**config.mk**
```make
export PLATFORM = sky130hd
export DESIGN_NAME = mont_systolic_mul
export DESIGN_NICKNAME = d
export VERILOG_FILES = /design/src/rtl/mont_pkg.sv /design/src/rtl/mont_ctrl.sv /design/src/rtl/mont_pe.sv /design/src/rtl/mont_cpa.sv /design/src/rtl/mont_systolic_mul.sv
export SDC_FILE = /design/constraint.sdc
export NUM_CORES = 1
export LEC_CHECK = 0
export BUFFER_PORTS_ARGS = -buffer_cell sky130_fd_sc_hd__buf_2
export CORE_ASPECT_RATIO = 0.75
export CORE_MARGIN = 2
export CORE_UTILIZATION = 45
export CTS_CLUSTER_SIZE = 14
export DETAILED_ROUTE_END_ITERATION = 16
export PLACE_DENSITY = 0.69
export SLEW_MARGIN = 0
export SYNTH_ARGS = -nofsm -noshare
export SYNTH_HDL_FRONTEND = slang
export SYNTH_SLANG_ARGS = --single-unit
```
**constraint.sdc**
```tcl
create_clock -name clk -period 2 [get_ports clk]
set_input_delay 0.2 -clock clk [delete_from_list [all_inputs] [get_ports clk]]
set_output_delay 0.2 -clock clk [all_outputs]
set_load 0.01 [all_outputs]
```
**src/rtl/mont_pkg.sv**
```systemverilog
package mont_pkg;

  typedef enum logic [1:0] {
    MS_IDLE = 2'd0,
    MS_RUN  = 2'd1,
    MS_CONV = 2'd2
  } mont_state_e;

  function automatic logic maj3(input logic x, input logic y, input logic z);
    return (x & y) | (x & z) | (y & z);
  endfunction

endpackage

```
**src/rtl/mont_ctrl.sv**
```systemverilog
module mont_ctrl
  import mont_pkg::*;
#(
  parameter int ITERS = 18
) (
  input  logic clk,
  input  logic rst_n,
  input  logic start,
  input  logic conv_last,
  output logic accept,
  output logic s1_en,
  output logic s2_en,
  output logic conv_go
);
  localparam int STEPS = 2 * ITERS;
  localparam int CW    = $clog2(STEPS);

  mont_state_e   state;
  logic [CW-1:0] step;

  // a start counts only in the idle state
  assign accept = (state == MS_IDLE) && start;
  assign s1_en  = (state == MS_RUN) && !step[0];
  assign s2_en  = (state == MS_RUN) && step[0];

  always_ff @(posedge clk or negedge rst_n) begin
    if (!rst_n) begin
      state   <= MS_IDLE;
      step    <= '0;
      conv_go <= 1'b0;
    end else begin
      conv_go <= 1'b0;
      unique case (state)
        MS_IDLE: begin
          if (start) begin
            state <= MS_RUN;
            step  <= '0;
          end
        end
        MS_RUN: begin
          if (step == CW'(STEPS - 1)) begin
            state   <= MS_CONV;
            step    <= '0;
            conv_go <= 1'b1;
          end else begin
            step <= step + 1'b1;
          end
        end
        MS_CONV: begin
          if (conv_last) state <= MS_IDLE;
        end
        default: state <= MS_IDLE;
      endcase
    end
  end
endmodule

```
**src/rtl/mont_pe.sv**
```systemverilog
module mont_pe
  import mont_pkg::*;
(
  input  logic       clk,
  input  logic       rst_n,
  input  logic       clr,
  input  logic       s1_en,
  input  logic       s2_en,
  input  logic       b_bit,
  input  logic       q_bit,
  input  logic [1:0] a_bits,
  input  logic [1:0] m_bits,
  input  logic       xm_lo_i,
  input  logic       ys_hi_i,
  output logic [1:0] xs_o,
  output logic [1:0] xm_o,
  output logic [1:0] ss_o,
  output logic [1:0] sc_o,
  output logic       ys_lo_o
);
  logic [1:0] ss_q, sc_q, xs_q, xm_q;
  logic [1:0] ba, fs1, fc1;
  logic [1:0] xmw, qm, ys, ym;

  // stage 1: running sum plus the selected multiple of A
  assign ba = {2{b_bit}} & a_bits;
  // stage 2: plus the quotient multiple of M; carries of stage 1 enter one column up
  assign xmw = {xm_q[0], xm_lo_i};
  assign qm  = {2{q_bit}} & m_bits;

  always_comb begin
    for (int c = 0; c < 2; c++) begin
      fs1[c] = ss_q[c] ^ sc_q[c] ^ ba[c];
      fc1[c] = maj3(ss_q[c], sc_q[c], ba[c]);
      ys[c]  = xs_q[c] ^ xmw[c] ^ qm[c];
      ym[c]  = maj3(xs_q[c], xmw[c], qm[c]);
    end
  end

  always_ff @(posedge clk or negedge rst_n) begin
    if (!rst_n) begin
      ss_q <= '0;
      sc_q <= '0;
      xs_q <= '0;
      xm_q <= '0;
    end else if (clr) begin
      ss_q <= '0;
      sc_q <= '0;
      xs_q <= '0;
      xm_q <= '0;
    end else begin
      if (s1_en) begin
        xs_q <= fs1;
        xm_q <= fc1;
      end
      if (s2_en) begin
        // halving: sum bits move one column down, carries stay in place
        ss_q <= {ys_hi_i, ys[1]};
        sc_q <= ym;
      end
    end
  end

  assign xs_o    = xs_q;
  assign xm_o    = xm_q;
  assign ss_o    = ss_q;
  assign sc_o    = sc_q;
  assign ys_lo_o = ys[0];
endmodule

```
**src/rtl/mont_cpa.sv**
```systemverilog
module mont_cpa #(
  parameter int W   = 20,
  parameter int LVL = $clog2(W)
) (
  input  logic         clk,
  input  logic         rst_n,
  input  logic         go,
  input  logic [W-1:0] va,
  input  logic [W-1:0] vb,
  output logic         last,
  output logic         done,
  output logic         cout,
  output logic [W-1:0] sum
);
  logic [W-1:0] g_q [0:LVL];
  logic [W-1:0] p_q [0:LVL-1];
  logic [W-1:0] h_q [0:LVL];
  logic [LVL:0] v_q;

  function automatic logic [W-1:0] grp_g(input logic [W-1:0] g, input logic [W-1:0] p, input int d);
    logic [W-1:0] r;
    for (int i = 0; i < W; i++) r[i] = (i >= d) ? (g[i] | (p[i] & g[i-d])) : g[i];
    return r;
  endfunction

  function automatic logic [W-1:0] grp_p(input logic [W-1:0] p, input int d);
    logic [W-1:0] r;
    for (int i = 0; i < W; i++) r[i] = (i >= d) ? (p[i] & p[i-d]) : p[i];
    return r;
  endfunction

  always_ff @(posedge clk or negedge rst_n) begin
    if (!rst_n) begin
      g_q[0] <= '0;
      p_q[0] <= '0;
      h_q[0] <= '0;
      v_q[0] <= 1'b0;
    end else begin
      g_q[0] <= va & vb;
      p_q[0] <= va ^ vb;
      h_q[0] <= va ^ vb;
      v_q[0] <= go;
    end
  end

  for (genvar l = 1; l <= LVL; l++) begin : g_lvl
    localparam int D = 1 << (l - 1);
    always_ff @(posedge clk or negedge rst_n) begin
      if (!rst_n) begin
        g_q[l] <= '0;
        h_q[l] <= '0;
        v_q[l] <= 1'b0;
      end else begin
        g_q[l] <= grp_g(g_q[l-1], p_q[l-1], D);
        h_q[l] <= h_q[l-1];
        v_q[l] <= v_q[l-1];
      end
    end
    if (l < LVL) begin : g_prop
      always_ff @(posedge clk or negedge rst_n) begin
        if (!rst_n) p_q[l] <= '0;
        else        p_q[l] <= grp_p(p_q[l-1], D);
      end
    end
  end

  // the result register loads only together with done
  always_ff @(posedge clk or negedge rst_n) begin
    if (!rst_n) begin
      sum  <= '0;
      cout <= 1'b0;
      done <= 1'b0;
    end else begin
      done <= v_q[LVL];
      if (v_q[LVL]) begin
        sum  <= h_q[LVL] ^ {g_q[LVL][W-2:0], 1'b0};
        cout <= g_q[LVL][W-1];
      end
    end
  end

  assign last = v_q[LVL];
endmodule

```
**src/rtl/mont_systolic_mul.sv**
```systemverilog
module mont_systolic_mul #(
  parameter int N = 16
) (
  input  logic         clk,
  input  logic         rst_n,
  input  logic         start,
  input  logic [N:0]   a_in,
  input  logic [N:0]   b_in,
  input  logic [N-1:0] m_in,
  output logic         done,
  output logic [N:0]   product
);
  localparam int W   = N + 4;
  localparam int NPE = W / 2;
  localparam int K   = N + 2;
  localparam int LVL = $clog2(W);

  logic accept, s1_en, s2_en, conv_go, conv_last, cout;
  logic [W-1:0]   a_q, m_q;
  logic [K-1:0]   b_q;
  logic [W-1:0]   xs_all, xm_all, ss_all, sc_all, sum_w;
  logic [NPE-1:0] ys_lo_all;
  logic           q_bit;

  mont_ctrl #(.ITERS(K)) u_ctrl (
    .clk       (clk),
    .rst_n     (rst_n),
    .start     (start),
    .conv_last (conv_last),
    .accept    (accept),
    .s1_en     (s1_en),
    .s2_en     (s2_en),
    .conv_go   (conv_go)
  );

  // operands captured once; B is consumed one bit per iteration, LSB first
  always_ff @(posedge clk or negedge rst_n) begin
    if (!rst_n) begin
      a_q <= '0;
      m_q <= '0;
      b_q <= '0;
    end else if (accept) begin
      a_q <= W'(a_in);
      m_q <= W'(m_in);
      b_q <= K'(b_in);
    end else if (s2_en) begin
      b_q <= b_q >> 1;
    end
  end

  // quotient bit: parity of the stage-1 sum, column 0 has no incoming carry
  assign q_bit = xs_all[0];

  for (genvar j = 0; j < NPE; j++) begin : g_pe
    logic xm_lo, ys_hi;
    if (j == 0) begin : g_lo
      assign xm_lo = 1'b0;
    end else begin : g_mid
      assign xm_lo = xm_all[2*j-1];
    end
    if (j == NPE - 1) begin : g_top
      assign ys_hi = 1'b0;
    end else begin : g_inner
      assign ys_hi = ys_lo_all[j+1];
    end

    mont_pe u_pe (
      .clk     (clk),
      .rst_n   (rst_n),
      .clr     (accept),
      .s1_en   (s1_en),
      .s2_en   (s2_en),
      .b_bit   (b_q[0]),
      .q_bit   (q_bit),
      .a_bits  (a_q[2*j +: 2]),
      .m_bits  (m_q[2*j +: 2]),
      .xm_lo_i (xm_lo),
      .ys_hi_i (ys_hi),
      .xs_o    (xs_all[2*j +: 2]),
      .xm_o    (xm_all[2*j +: 2]),
      .ss_o    (ss_all[2*j +: 2]),
      .sc_o    (sc_all[2*j +: 2]),
      .ys_lo_o (ys_lo_all[j])
    );
  end

  mont_cpa #(.W(W), .LVL(LVL)) u_cpa (
    .clk   (clk),
    .rst_n (rst_n),
    .go    (conv_go),
    .va    (ss_all),
    .vb    (sc_all),
    .last  (conv_last),
    .done  (done),
    .cout  (cout),
    .sum   (sum_w)
  );

  assign product = sum_w[N:0];
endmodule

```
* Word level (Yosys, flattened, before mapping)
Index checks and enable logic that the tools add are counted.
Widths: inputs -> output; s select.
** Word-level totals
- Register bits :: 444
- Latch bits :: 0
- Memory bits (writable) :: 0
- Bits in read-only memories :: 0
- Bits of input ports :: 53
- Output and inout port bits :: 18
- Word-level logic and storage cells :: 623
- Memories :: 0
** Cells by class
- $add $sub $neg :: 1
- Multiply operators :: 0
- Divide/modulo/power cells :: 0
- Magnitude comparators :: 0
- Equality and inequality tests :: 6
- Shift-type cells :: 0
- Muxes and demuxes :: 91
- Bitwise logic cells :: 446
- Reduce and logical (&&, ||, !) cells :: 10
** Operators with widths (number)
- $and 1x1->1 :: 223
- $mux 2 :: 81
- $or 1x1->1 :: 131
- $xor 1x1->1 :: 72
- $mux 18 :: 2
- $and 2x2->2 :: 16
- $and 20x20->20 :: 1
- $xor 20x20->20 :: 1
- $xor 17x17->17 :: 1
- $mux 6 :: 2
- $pmux 6 s2 :: 1
- $add 6x1->6 const B :: 1
- $eq 6x6->1 const B :: 1
- $pmux 2 s3 :: 1
- $reduce_bool 2->1 :: 3
- $mux 1 :: 4
- $ne 2x2->1 const B :: 2
- $logic_and 1x1->1 :: 3
- $reduce_and 3->1 :: 1
- $and 2x1->2 :: 1
- $eq 2x1->1 const B :: 1
- $eq 2x2->1 const B :: 1
- $logic_not 2->1 :: 1
- $ne 2x1->1 const B :: 1
- 2 further kinds :: 2

* Longest topological paths before layout
Gate-level depths: netlist of run 1.
- Word-level depth :: 6
- Gate-level depth with buffers :: 8
- Gate-level depth less buffers :: 5

* By module
Synthesis of run 1 repeated with hierarchy kept, for this count alone.
** Second synthesis, totals
- Cells, all modules :: 1141
- Area, all modules :: 16449.5 um2
** By module, submodules not included
- mont_cpa :: times used 1, cells an instance 520, area each 9435.3 um2, sequential area each 7957.6 um2
- mont_pe :: times used 10, cells an instance 43, area each 449.2 um2, sequential area each 200.2 um2
- mont_systolic_mul :: times used 1, cells an instance 144, area each 2048.2 um2, sequential area each 1251.2 um2
- mont_ctrl :: times used 1, cells an instance 47, area each 474.2 um2, sequential area each 225.2 um2

* Worst setup path before layout of run 1
Ideal clock, no wire load.
- Path kind :: reg-to-reg
- Start point :: register b_q[0]
- End point :: register g_pe[1].u_pe.xs_q[0]
- Setup time :: 0.121 ns
- Arrival :: 1.385 ns
- Data required time :: 1.879 ns
- Path slack :: 0.494 ns
- Cell stages (with the launch flop) :: 5
- Buffers on the path :: 1
- Clock period less this slack :: 1.506 ns
- Cell sequence :: dfrtp_1 > clkbuf_1 > and2_1 > fa_1 > a22o_1
** Between the ends
- Cells in the longest elaborated chain, start to end :: 4
** RTL lines
- start: declaration :: RTL line mont_systolic_mul.sv:20 : logic [K-1:0] b_q;
- start signal: assignment :: RTL line mont_systolic_mul.sv:45 : b_q <= K'(b_in);
- start signal: assignment :: RTL line mont_systolic_mul.sv:47 : b_q <= b_q >> 1;
- $and 2x2->2 :: RTL line mont_pe.sv:26 : assign ba = {2{b_bit}} & a_bits;
- $xor 1x1->1 :: RTL line mont_pe.sv:33 : fs1[c] = ss_q[c] ^ sc_q[c] ^ ba[c];
- $mux 2 :: RTL line mont_pe.sv:52 : if (s1_en) begin
- $mux 2 :: RTL line mont_pe.sv:46 : end else if (clr) begin
- end signal: assignment :: RTL line mont_pe.sv:53 : xs_q <= fs1;
- end: declaration :: RTL line mont_pe.sv:21 : logic [1:0] ss_q, sc_q, xs_q, xm_q;
No other way between the ends. The select of a mux whose other input is x is not followed.
A chain may end at the register's enable or synchronous reset.

* Worst setup path in the final report of run 1
- Start point :: register u_ctrl.state[0]
- End point :: register b_q[13]
** Between the ends
- Cells in the longest elaborated chain, start to end :: 3
- Elaborated cells between the ends (all ways) :: 6
- Classes of those cells :: eq/ne: 1; mux: 1; reduce/logical: 4
** RTL lines
- start: declaration :: RTL line mont_ctrl.sv:18 : mont_state_e state;
- start signal: assignment :: RTL line mont_ctrl.sv:28 : state <= MS_IDLE;
- start signal: assignment :: RTL line mont_ctrl.sv:36 : state <= MS_RUN;
- start signal: assignment :: RTL line mont_ctrl.sv:42 : state <= MS_CONV;
- $eq 2x1->1 or $logic_not 2->1 (tied branches) :: RTL line mont_ctrl.sv:24, mont_ctrl.sv:22
- $logic_and 1x1->1 (on tied branches) :: RTL line mont_ctrl.sv:24, mont_ctrl.sv:22
- $reduce_bool 2->1 (no line) or $mux 18 (tied branches)
Several ways; a longest one is shown, not always the timed one.

==> impl_results.md, run 1 <==
* Setup_tns at 0 ps
* Grt ovf at 0
* Critical Path AT at 2310 ps
* Post-synthesis compound-gate area fraction at 7.03%
* Most common cell after layout, fill and taps aside: dfrtp_1
* Rel. slew slack at 42.2%
* Worst r2r src: u_ctrl.state[0]
* Syn nets at 1,129
* DRC violations left at 0
* Post-DP HPWL at 15,200 microns
* Commonest cells after routing, fill and taps aside: dfrtp_1, nand2_1, buf_2, and2_1, dlygate4sd3_1
* Largest net degree at the start of global routing at 90
* Initial antenna violation count at 1
* Clock Latency Late Sink at 540 ps
* Critical-path top delay cell: buf_4
* Critical path's most frequent cell: buf_4
* # port buffers at 70
* First-pass GRT wire length at 41,800 microns
* First-pass iteration count of the detailed router at 5
* TritonCTS Buffers at 37
* DR vias/cell at 4.92
* Final worst path period share at 93.8%
* Fin. Hold Viols at 0
* Ant diodes at 0
* Status: completed
* Synth Area in XOR/XNOR at 1.01%
* Worst-path clk slew at 60 ps
* Slew @ Worst Pin at 866 ps
* Largest family of logic cells by synthesized area: simple AND/OR/NAND/NOR gates
* Routed vias at 7,758
* Reg2Reg Setup Slack at 120 ps
* Crit-path max FO at 50
* Post-synthesis sequential area ratio at 71.1%
* Number of synthesis warnings at 0
* Power Dens Cells at 923 nW/um^2
* Mux cell area share after synthesis at 0.226%
* Crit path launch: u_ctrl.state[0]
* Setup Viol. Count Final at 0
* Rows at 55
* Fmax at 533 MHz
* Inst Count DP at 1,466
* Post-Syn Area per Cell at 13.6 sq um
* Post-route insts no fill at 1,577
* Vias in the first global route at 8,003
* Adder-Cell Fraction of Synth Area at 6.80%
* Bufs on Longest Clock Path at 3
* HP Class: input pin to async pin
* DIE WIDTH at 206 microns
* Slew Limit Fails at 0
* Post-route minimum period at 1880 ps
* Htree depth at 2
* P_leak at 9.08 nW
* MaxCap Viol Count at 0
* Tot GR Track Use at 16.6%
* Startpoint Class: flip-flop
* Cell Area, Synth at 13,800 sq um
* Worst Path Class, Setup: flip-flop to flip-flop
* Initial Util at 45.8%
* RSZ-0062 raised after global routing: no
* DRT antenna net count at 0
* Post-layout util at 54.3%
* CP Cell Sequence: buf_4 > nor2_4 > and2_2 > buf_4 > nand2_1 > a31oi_1
* DRT Wirelength at 24,700 microns
* Clock Root Buffer: clkbuf_16
* Clk_skew at 10.8 ps
* Post-Synth Simple-Gate Area at 12.2%
* Final net count at 1,268
* Drt first-iter violations at 476
* Cells after Synth at 1,020
* CP Capture Type: flip-flop
* R2R depth at 6
* Layout cells sized above 1 at 12.9%
* Post-DR wirelength/cell at 15.7 microns
* Gpl congestion at 0.789
* Yosys reg bits at 393
* CTS tree: built
* Top Ports at 71
* DIE AREA at 32,200 sq um
* Setup Buffers After CTS at 0
* Req. time, crit path at 2440 ps
* CP peak stage delay at 440 ps
* Chip height at 156 microns
* VDD IR max at 517 uV
* Reg2reg end: b_q[13]
* Core Region at 30,200 sq um
* Area growth syn-to-layout at 18.6%
* Sink Count at 393
* Library cells used by synthesis at 33
metrics by stage:
stage	total power [mW]	hold WS [ps]	area (sq um)	setup WS [ps]
floorplan	8.25	-95.6	13800	494
global placement	8.51	199	14700	188
detailed placement	8.52	202	14700	117
CTS	15.4	226	16400	98.2
global route	15.8	245	16400	19.8
finish	15.2	213	16400	125
worst max-delay path by stage:
stage / endpoint / depth (start not counted)
floorplan: g_pe[1].u_pe.xs_o[0] / 4
global placement: g_pe[7].u_pe.xm_o[0] / 5
detailed placement: g_pe[2].u_pe.xm_o[1] / 5
CTS: g_pe[2].u_pe.xm_o[1] / 5
global route: b_q[13] / 6
finish: b_q[13] / 6
kinds of logic after synthesis:
| kind of cell | count (synthesis) |
|---|---|
| adders and majority gates | 56 |
| muxes | 3 |
| buffers and inverters | 43 |
| xor gates and xnor gates | 16 |
| and+or+nand+nor | 375 |
| AOI/OAI and AO/OA | 134 |
| DFF | 393 |
cells in the mapped netlist (all sizes together):
master / number / area [sq um]
clkbuf: 12 / 45.0
nor3: 3 / 15.0
a22o: 41 / 359
nor2: 38 / 168
nand2b: 6 / 45.0
nand3: 42 / 210
mux2: 1 / 11.3
or3: 1 / 6.26
xnor2: 16 / 140
or2: 1 / 6.26
mux2i: 2 / 20.0
o22ai: 1 / 6.26
a31oi: 16 / 100
dfrtp: 393 / 9830
buf: 31 / 184
fa: 32 / 641
o21bai: 1 / 7.51
a21oi: 18 / 90.1
and2: 67 / 419
and3: 1 / 6.26
ha: 24 / 300
o31ai: 1 / 7.51
a21o: 49 / 368
nand2: 216 / 813
o21ai: 7 / 35.0
report_power, final:
group          internal (mW)  switching (mW)
Combinational          0.176           0.317
Sequential              7.96               0
Clock                   3.85            2.86
Total                   12.0            3.18
routing by layer:
layer	wire (microns)	GRT usage [%]
met1	11500	24.2
met2	11200	24.4
met3	1490	4.18
met4	512	5.37
met5	0	0
final cells by class:
cell class | instances | area (sq um)
multi-input combinational | 585 | 3790
fill | 2436 | 13800
clock inverter | 5 | 53.8
timing repair buffer | 142 | 1130
sequential | 393 | 9830
tap | 399 | 499
clock buffer | 53 | 1110
flip-flops by register name, indices dropped and copies added, names as in the netlist:
signal	count
u_cpa.g_q	96
u_cpa.h_q	85
u_cpa.p_q	51
g_pe.u_pe.sc_o	20
g_pe.u_pe.xs_o	20
g_pe.u_pe.ss_o	19
g_pe.u_pe.xm_o	19
a_q	17
b_q	17
u_cpa.sum	17
m_q	16
u_ctrl.step	6
u_cpa.v_q	5
u_ctrl.state	2
u_cpa.done	1
u_cpa.last	1
u_ctrl.conv_go	1
worst max-delay path, delay by kind of cell (launching register included):
family                 cells  cell delay (ps)
AO/OA/AOI/OAI              1              240
flip-flops                 1              390
buffers and inverters      2              610
AND/OR/NAND/NOR            3              510
timing repair:
item,4_1_cts,5_1_grt
hold buffers,52,0
setup endpoints to repair,0,27
resized for setup,0,1
hold endpoints to repair,106,0
Power figures use the tool's default switching activity.
==> inputs of run 2 (changes only) <==
- ABC_AREA: unset -> 1
- PLACE_DENSITY: 0.69 -> 0.71
- clock period: 2 -> 1.6 ns (I/O delays scaled with it)
==> run 2 against run 1 <==
  * Synthesized cell count increased by 24%
  * Die area increased by 3.0%
  * Utilization about the same
  * Register-to-register slack lost 30 ps
  * Clock-buffer cell count unchanged
  * Sequential cell count unchanged
  * Non-clock buffer count rose by 4
  * Largest power group unchanged
==> impl_results.md, run 2 <==
* Status: completed
* Final net count at 1,506 (+19%)
* Ranking of synthesized cells by area: dfrtp_1, nand2_1, fa_1, nand3_1, inv_1
* Top Ports at 71 (unchanged)
* Rel. slew slack at 69.6% (+27 points)
* RSZ-0062 raised after global routing: no
* WL met2 at 11,800 microns (+5.1%)
* Tot GR Track Use at 16.8% (+0.23 points)
* Fin. Hold Viols at 0 (unchanged)
* Grt ovf at 0 (unchanged)
* Post-route cell area at 17,000 sq um (+3.5%)
* Critical-path top delay cell: fa_1
* VDD IR max at 926 uV (+79%)
* CP Cell Sequence: buf_12 > nand2_1 > inv_1 > fa_1 > nand3_1 > nand2_1
* Gpl congestion at 0.812 (+3.0%)
* Clk_skew at 17.3 ps (+6.49 ps)
* Met1 Wirelength at 12,500 microns (+8.4%)
* DIE AREA at 33,100 sq um (+3.0%)
* Final worst-path setup slack at 97.0 ps (-27.5 ps)
* Post-synth top flop: dfrtp_1
* Max reg flops at 96 (unchanged)
* Fillers at 2,536 (+4.1%)
* # port buffers at 70 (unchanged)
* Reg2reg end: g_pe[2].u_pe.xs_o[1]
* Setup Buffers After CTS at 0 (unchanged)
* EDFF count, synth at 0 (unchanged)
* Rows at 56 (+1.8%)
* Yosys top cell area share at 69.0% (-2.1 points)
* DIE WIDTH at 210 microns (+1.5%)
* Routed met3 length at 1570 microns (+5.1%)
* Hold slack at 82.9 ps (-130 ps)
* Vias in the first global route at 8,702 (+8.7%)
* Initial antenna violation count at 0 (-1)
* R2R depth at 6 (unchanged)
* DRT antenna net count at 0 (unchanged)
* Bufs on Longest Clock Path at 3 (unchanged)
* TritonCTS Buffers at 38 (+2.7%)
* Most frequent cells after synthesis: nand2_1, dfrtp_1, nand3_1, inv_1, fa_1
* Number of synthesis warnings at 0 (unchanged)
* Cells after Synth at 1,260 (+24%)
* Chip height at 158 microns (+1.5%)
* Setup_tns at 0 ps (unchanged)
* Fmax at 665 MHz (+25%)
* Clock Latency Late Sink at 540 ps (about the same)
* Hold Path Depth at 3
* Setup Viol. Count Final at 0 (unchanged)
* MaxCap Viol Count at 0 (unchanged)
* Htree depth at 2 (unchanged)
* Power Dens Cells at 1660 nW/um^2 (+80%)
* Commonest cells after routing, fill and taps aside: nand2_1, dfrtp_1, nand3_1, inv_1, buf_2
* CTS tree: built
* Most common cell after layout, fill and taps aside: nand2_1
* Yosys reg bits at 393 (unchanged)
* Cell Area, Synth at 14,300 sq um (+3.1%)
* DR vias/cell at 4.75 (-3.5%)
* P_leak at 9.66 nW (+6.4%)
* Most common cell in the netlist: nand2_1
* Startpoint Class: flip-flop
* Largest net degree at the start of global routing at 75 (-17%)
* Drt first-iter violations at 710 (+49%)
* Worst r2r src: b_q[0]
* Buf+Inv Stages, Crit Path at 2 (unchanged)
* Sink Count at 393 (unchanged)
* Post-Syn Area per Cell at 11.3 sq um (-17%)
* DP Worst Slack at 113 ps (-3.86 ps)
* Worst-path clk slew at 60 ps (about the same)
* Initial Util at 45.6% (-0.17 points)
* Area growth syn-to-layout at 19.1%
* Post-DP HPWL at 16,500 microns (+8.5%)
* Library cells used by synthesis at 22 (-33%)
* Final worst path period share at 93.9% (+0.16 points)
* Layout cells sized above 1 at 11.1% (-1.8 points)
* First-pass GRT wire length at 44,600 microns (+6.7%)
* Routed vias at 8,674 (+12%)
* Hold Crit Endpoint: u_ctrl.state[0]
* Largest registers: u_cpa.g_q x96, u_cpa.h_q x85, u_cpa.p_q x51
* CP Capture Type: flip-flop
* Crit-path max FO at 15 (-70%)
* First-pass iteration count of the detailed router at 5 (unchanged)
* Syn nets at 1,369 (+21%)
* Post-DR wirelength/cell at 14.3 microns (-8.7%)
* Req. time, crit path at 2070 ps (-370 ps)
* Placed Area at 15,300 sq um (+3.8%)
* Top reg by flops: u_cpa.g_q
* DRC violations left at 0 (unchanged)
* Worst Path Class, Setup: flip-flop to flip-flop
* Critical Path AT at 1970 ps (-340 ps)
* Post-route minimum period at 1500 ps (-372 ps)
* CP peak stage delay at 520 ps (+80 ps)
* Reg2Reg Setup Slack at 100 ps (-30 ps)
* Top cell type by total area after synthesis: dfrtp_1
* Ant diodes at 0 (unchanged)
* Uppermost layer routed: met4
* CP delay by family, top: adder cells
* Post-synthesis sequential area ratio at 69.0% (-2.1 points)
* Slew Limit Fails at 0 (unchanged)
* Critical path's most frequent cell: nand2_1
* Clock Root Buffer: clkbuf_16
* Core Region at 31,300 sq um (+3.4%)
* Slew @ Worst Pin at 456 ps (-410 ps)
* Asr flop ratio synth at 100% (unchanged)
* DRT Wirelength at 26,100 microns (+5.7%)
* HP Class: input pin to flip-flop
* Post-layout util at 54.4% (about the same)
* Min-Delay Startpoint: start
## run 2: changes by cell type in the layout (fill, tap and decap cells not counted), moves of 18 or more
| cell | delta |
|---|---|
| nor2_1 | -29 |
| nand3_1 | +75 |
| a21oi_1 | -18 |
| inv_1 | +99 |
| a22o_1 | -41 |
| a21o_1 | -25 |
| and2_1 | -66 |
| nand2_1 | +248 |
## run 2: cells by family after synthesis
group,after synthesis,share of synthesized area (%)
AO/OA/AOI/OAI,51,2.26
AND/OR/NAND/NOR,588,16.6
buffers and inverters,153,4.43
adder cells (fa/ha/maj),56,6.60
flip-flops,393,69.0
XOR/XNOR,19,1.17
## run 2: layout make-up
class                   count  area [sq um]  share of cell area (%)
multi-input cells         714          3810                    22.4
clock inverters            11           130                   0.766
repair buffers            146          1250                    7.34
flip-flops and latches    393          9830                    57.9
inverters                 104           390                    2.30
well taps                 406           508                    2.99
clock buffers              53          1070                    6.28
## run 2: through the flow
stage / power (mW) / instances
after floorplan: 17.4 / 1260
after global placement: 19.4 / 1712
after detailed placement: 19.7 / 1712
after CTS: 28.5 / 1827
after global routing: 30.0 / 1827
final: 28.3 / 1827
## run 2: how the worst max path moves through the flow
stage / cells past startpoint / from / endpoint / slack, ps
finish: 6 / b_q[0] / g_pe[2].u_pe.xs_o[1] / 100
global route: 6 / b_q[0] / g_pe[2].u_pe.xs_o[1] / 2
CTS: 6 / b_q[0] / g_pe[2].u_pe.xs_o[1] / 100
detailed placement: 6 / b_q[0] / g_pe[2].u_pe.xs_o[1] / 110
global placement: 6 / b_q[0] / g_pe[6].u_pe.xs_o[0] / 150
floorplan: 7 / b_q[0] / g_pe[2].u_pe.xs_o[0] / 5
## run 2: report_power, final
group / switching (mW) / total [mW] / internal (mW)
Clock: 3.61 / 8.61 / 5.00
Sequential: 1.61 / 14.0 / 12.3
Combinational: 3.47 / 5.69 / 2.22
## run 2: what timing repair did
action	in CTS	in global routing
setup endpoints to repair	0	0
gates resized for setup	0	0
hold buffers	51	0
endpoints found under the hold margin	442	0
## run 2: worst register-to-register path: stages (launching register included)
cell and delay (ps):
dfrtp_1 430, buf_12 180, nand2_1 80, inv_1 60, fa_1 520, nand3_1 70, nand2_1 90
## run 2: metal layers
metal / track usage [%] / vias up
li1: - / 4158
met1: 24.7 / 4254
met2: 25.5 / 232
met3: 3.89 / 30
met4: 4.22 / 0
met5: 0 / -
==> inputs of run 3 (changes only) <==
- ABC_AREA: 1 -> unset
- PLACE_DENSITY: 0.71 -> unset
- SLEW_MARGIN: 0 -> 20
==> run 3 against run 2 <==
  * Final cell count fell by 13%
  * Highest routed layer unchanged
  * Combinational power fell by 89%
  * Non-clock buffer count fell by 1
  * Register-to-register slack lost 40 ps
  * Critical endpoint is now g_pe[2].u_pe.xs_o[0]
  * Design area fell by 2.4%
  * Fmax fell by 2.7%
  * Critical path depth is 2 lower
==> impl_results.md, run 3 (same netlist as run 1, synthesis figures left out) <==
* DRC violations left at 0 (unchanged)
* Max reg flops at 96 (unchanged)
* Largest registers: u_cpa.g_q x96, u_cpa.h_q x85, u_cpa.p_q x51
* Tot GR Track Use at 16.4% (-0.38 points)
* Post-route minimum period at 1540 ps (+41.2 ps)
* RSZ-0062 raised after global routing: no
* Area growth syn-to-layout at 19.8%
* Post-DP HPWL at 15,000 microns (-9.0%)
* Clk_skew at 9.78 ps (-7.48 ps)
* Slew @ Worst Pin at 595 ps (+139 ps)
* TritonCTS Buffers at 38 (unchanged)
* CP Cell Sequence: buf_12 > and2_1 > fa_1 > a22o_1
* Rel. slew slack at 60.2% (-9.3 points)
* Hold slack at 96.3 ps (+13.4 ps)
* CP peak stage delay at 490 ps (-30 ps)
* Post-layout util at 54.9% (+0.54 points)
* P_leak at 9.16 nW (-5.2%)
* CTS tree: built
* Crit-path max FO at 18 (+3)
* Slew Limit Fails at 0 (unchanged)
* Core Region at 30,200 sq um (-3.3%)
* Most common cell after layout, fill and taps aside: dfrtp_1
* Clock Root Buffer: clkbuf_16
* Ant diodes at 0 (unchanged)
* Clock Latency Late Sink at 530 ps (about the same)
* Commonest cells after routing, fill and taps aside: dfrtp_1, nand2_1, buf_2, and2_1, dlygate4sd3_1
* DR vias/cell at 4.72 (-0.60%)
* DRT Wirelength at 24,100 microns (-7.7%)
* # port buffers at 70 (unchanged)
* Gpl congestion at 0.762 (-6.1%)
* DIE WIDTH at 206 microns (-1.5%)
* Power Dens Cells at 1160 nW/um^2 (-30%)
* Grt ovf at 0 (unchanged)
* Final worst-path setup slack at 55.8 ps (-41.2 ps)
* Top reg by flops: u_cpa.g_q
* Bufs on Longest Clock Path at 3 (unchanged)
* DRT antenna net count at 0 (unchanged)
* Sink Count at 393 (unchanged)
* Setup_tns at 0 ps (unchanged)
* Critical Path AT at 1960 ps (about the same)
* Largest net degree at the start of global routing at 66 (-12%)
* Startpoint Class: flip-flop
* Htree depth at 2 (unchanged)
* Layout cells sized above 1 at 13.9% (+2.8 points)
* HP Class: input pin to async pin
* DIE AREA at 32,200 sq um (-2.9%)
* Status: completed
* Critical-path top delay cell: fa_1
* Routed vias at 7,499 (-14%)
* Req. time, crit path at 2020 ps (-50 ps)
* Final net count at 1,272 (-16%)
* Drt first-iter violations at 415 (-42%)
* Setup Viol. Count Final at 0 (unchanged)
* Chip height at 156 microns (-1.5%)
* DP Worst Slack at -165 ps (-278 ps)
* First-pass iteration count of the detailed router at 4 (-1)
* VDD IR max at 637 uV (-31%)
* Vias in the first global route at 7,909 (-9.1%)
* First-pass GRT wire length at 41,800 microns (-6.3%)
* CP Capture Type: flip-flop
* Initial antenna violation count at 0 (unchanged)
* Post-DR wirelength/cell at 15.2 microns (+6.2%)
* Final worst path period share at 96.5% (+2.6 points)
* Top Ports at 71 (unchanged)
* Rows at 55 (-1.8%)
* Initial Util at 45.8% (+0.17 points)
* Fin. Hold Viols at 0 (unchanged)
* MaxCap Viol Count at 0 (unchanged)
* Worst Path Class, Setup: flip-flop to flip-flop
* Fmax at 648 MHz (-2.7%)
* Worst-path clk slew at 60 ps (about the same)
-- run 3: cell types whose count changed in the layout (fill, tap and decap cells not counted), sizes merged, moves of 18 or more --
| cell | previous run | this run |
|---|---|---|
| o21ai | 25 | 7 |
| nand3 | 118 | 42 |
| a21o | 24 | 49 |
| a22o | 0 | 41 |
| nor2 | 5 | 39 |
| nand2 | 464 | 216 |
| and2 | 0 | 67 |
| a21oi | 0 | 18 |
| inv | 107 | 0 |
-- run 3: timing repair --
item,in CTS,in global routing
pin swaps,0,1
cloned,1,0
hold endpoints to repair,443,0
buffers inserted,0,2
setup endpoints to repair,38,60
hold buffers,51,0
gates resized for setup,3,7
-- run 3: layout make-up --
type	instances	area (sq um)
timing repair buffer	145	1200
tap	399	499
clock inverter	9	71.3
multi-input combinational	585	3800
sequential	393	9840
fill	2476	13600
clock buffer	58	1170
-- run 3: per-layer routing --
metal	global-route usage [%]	share of wire [%]	vias up
met5	0	0	-
met4	4.25	1.6	0
met3	3.24	5.1	34
met2	23.6	42	165
met1	25.6	51	3652
li1	-	-	3648
-- run 3: final timing paths --
check | start | to | slack (ps) | cells after the start
worst max register to register | b_q[0] | g_pe[2].u_pe.xs_o[0] | 60 | 4
min in group clk | start | u_ctrl.step[5] | 160 | 4
worst max-delay path | b_q[0] | g_pe[2].u_pe.xs_o[0] | 60 | 4
worst min-delay path | rst_n | u_cpa.done | 100 | 2
max in group asynchronous | rst_n | g_pe[7].u_pe.sc_o[0] | 840 | 3
worst min register to register | u_cpa.h_q[62] | u_cpa.h_q[42] | 340 | 0
-- run 3: per-stage QoR --
step / area (sq um) / power [mW] / instances
floorplan: 13800 / 10.3 / 1020
global placement: 14800 / 10.7 / 1468
detailed placement: 14800 / 10.7 / 1468
CTS: 16500 / 19.5 / 1587
global route: 16600 / 20.0 / 1589
finish: 16600 / 19.2 / 1589
-- run 3: critical path, delay by kind of cell (launching register included) --
family | cells | cell delay, ps
compound gates | 1 | 210
fa+ha+maj | 1 | 490
buf+inv | 1 | 160
flops | 1 | 390
simple gates | 1 | 180
-- run 3: report_power, final --
| group | leakage (nW) | switching (mW) | total (mW) | internal, mW |
|---|---|---|---|---|
| Clock | 0.617 | 3.58 | 8.63 | 5.05 |
| Combinational | 3.05 | 0.396 | 0.625 | 0.230 |
| Sequential | 5.49 | 0 | 9.95 | 9.95 |
| Total | 9.16 | 3.98 | 19.2 | 15.2 |
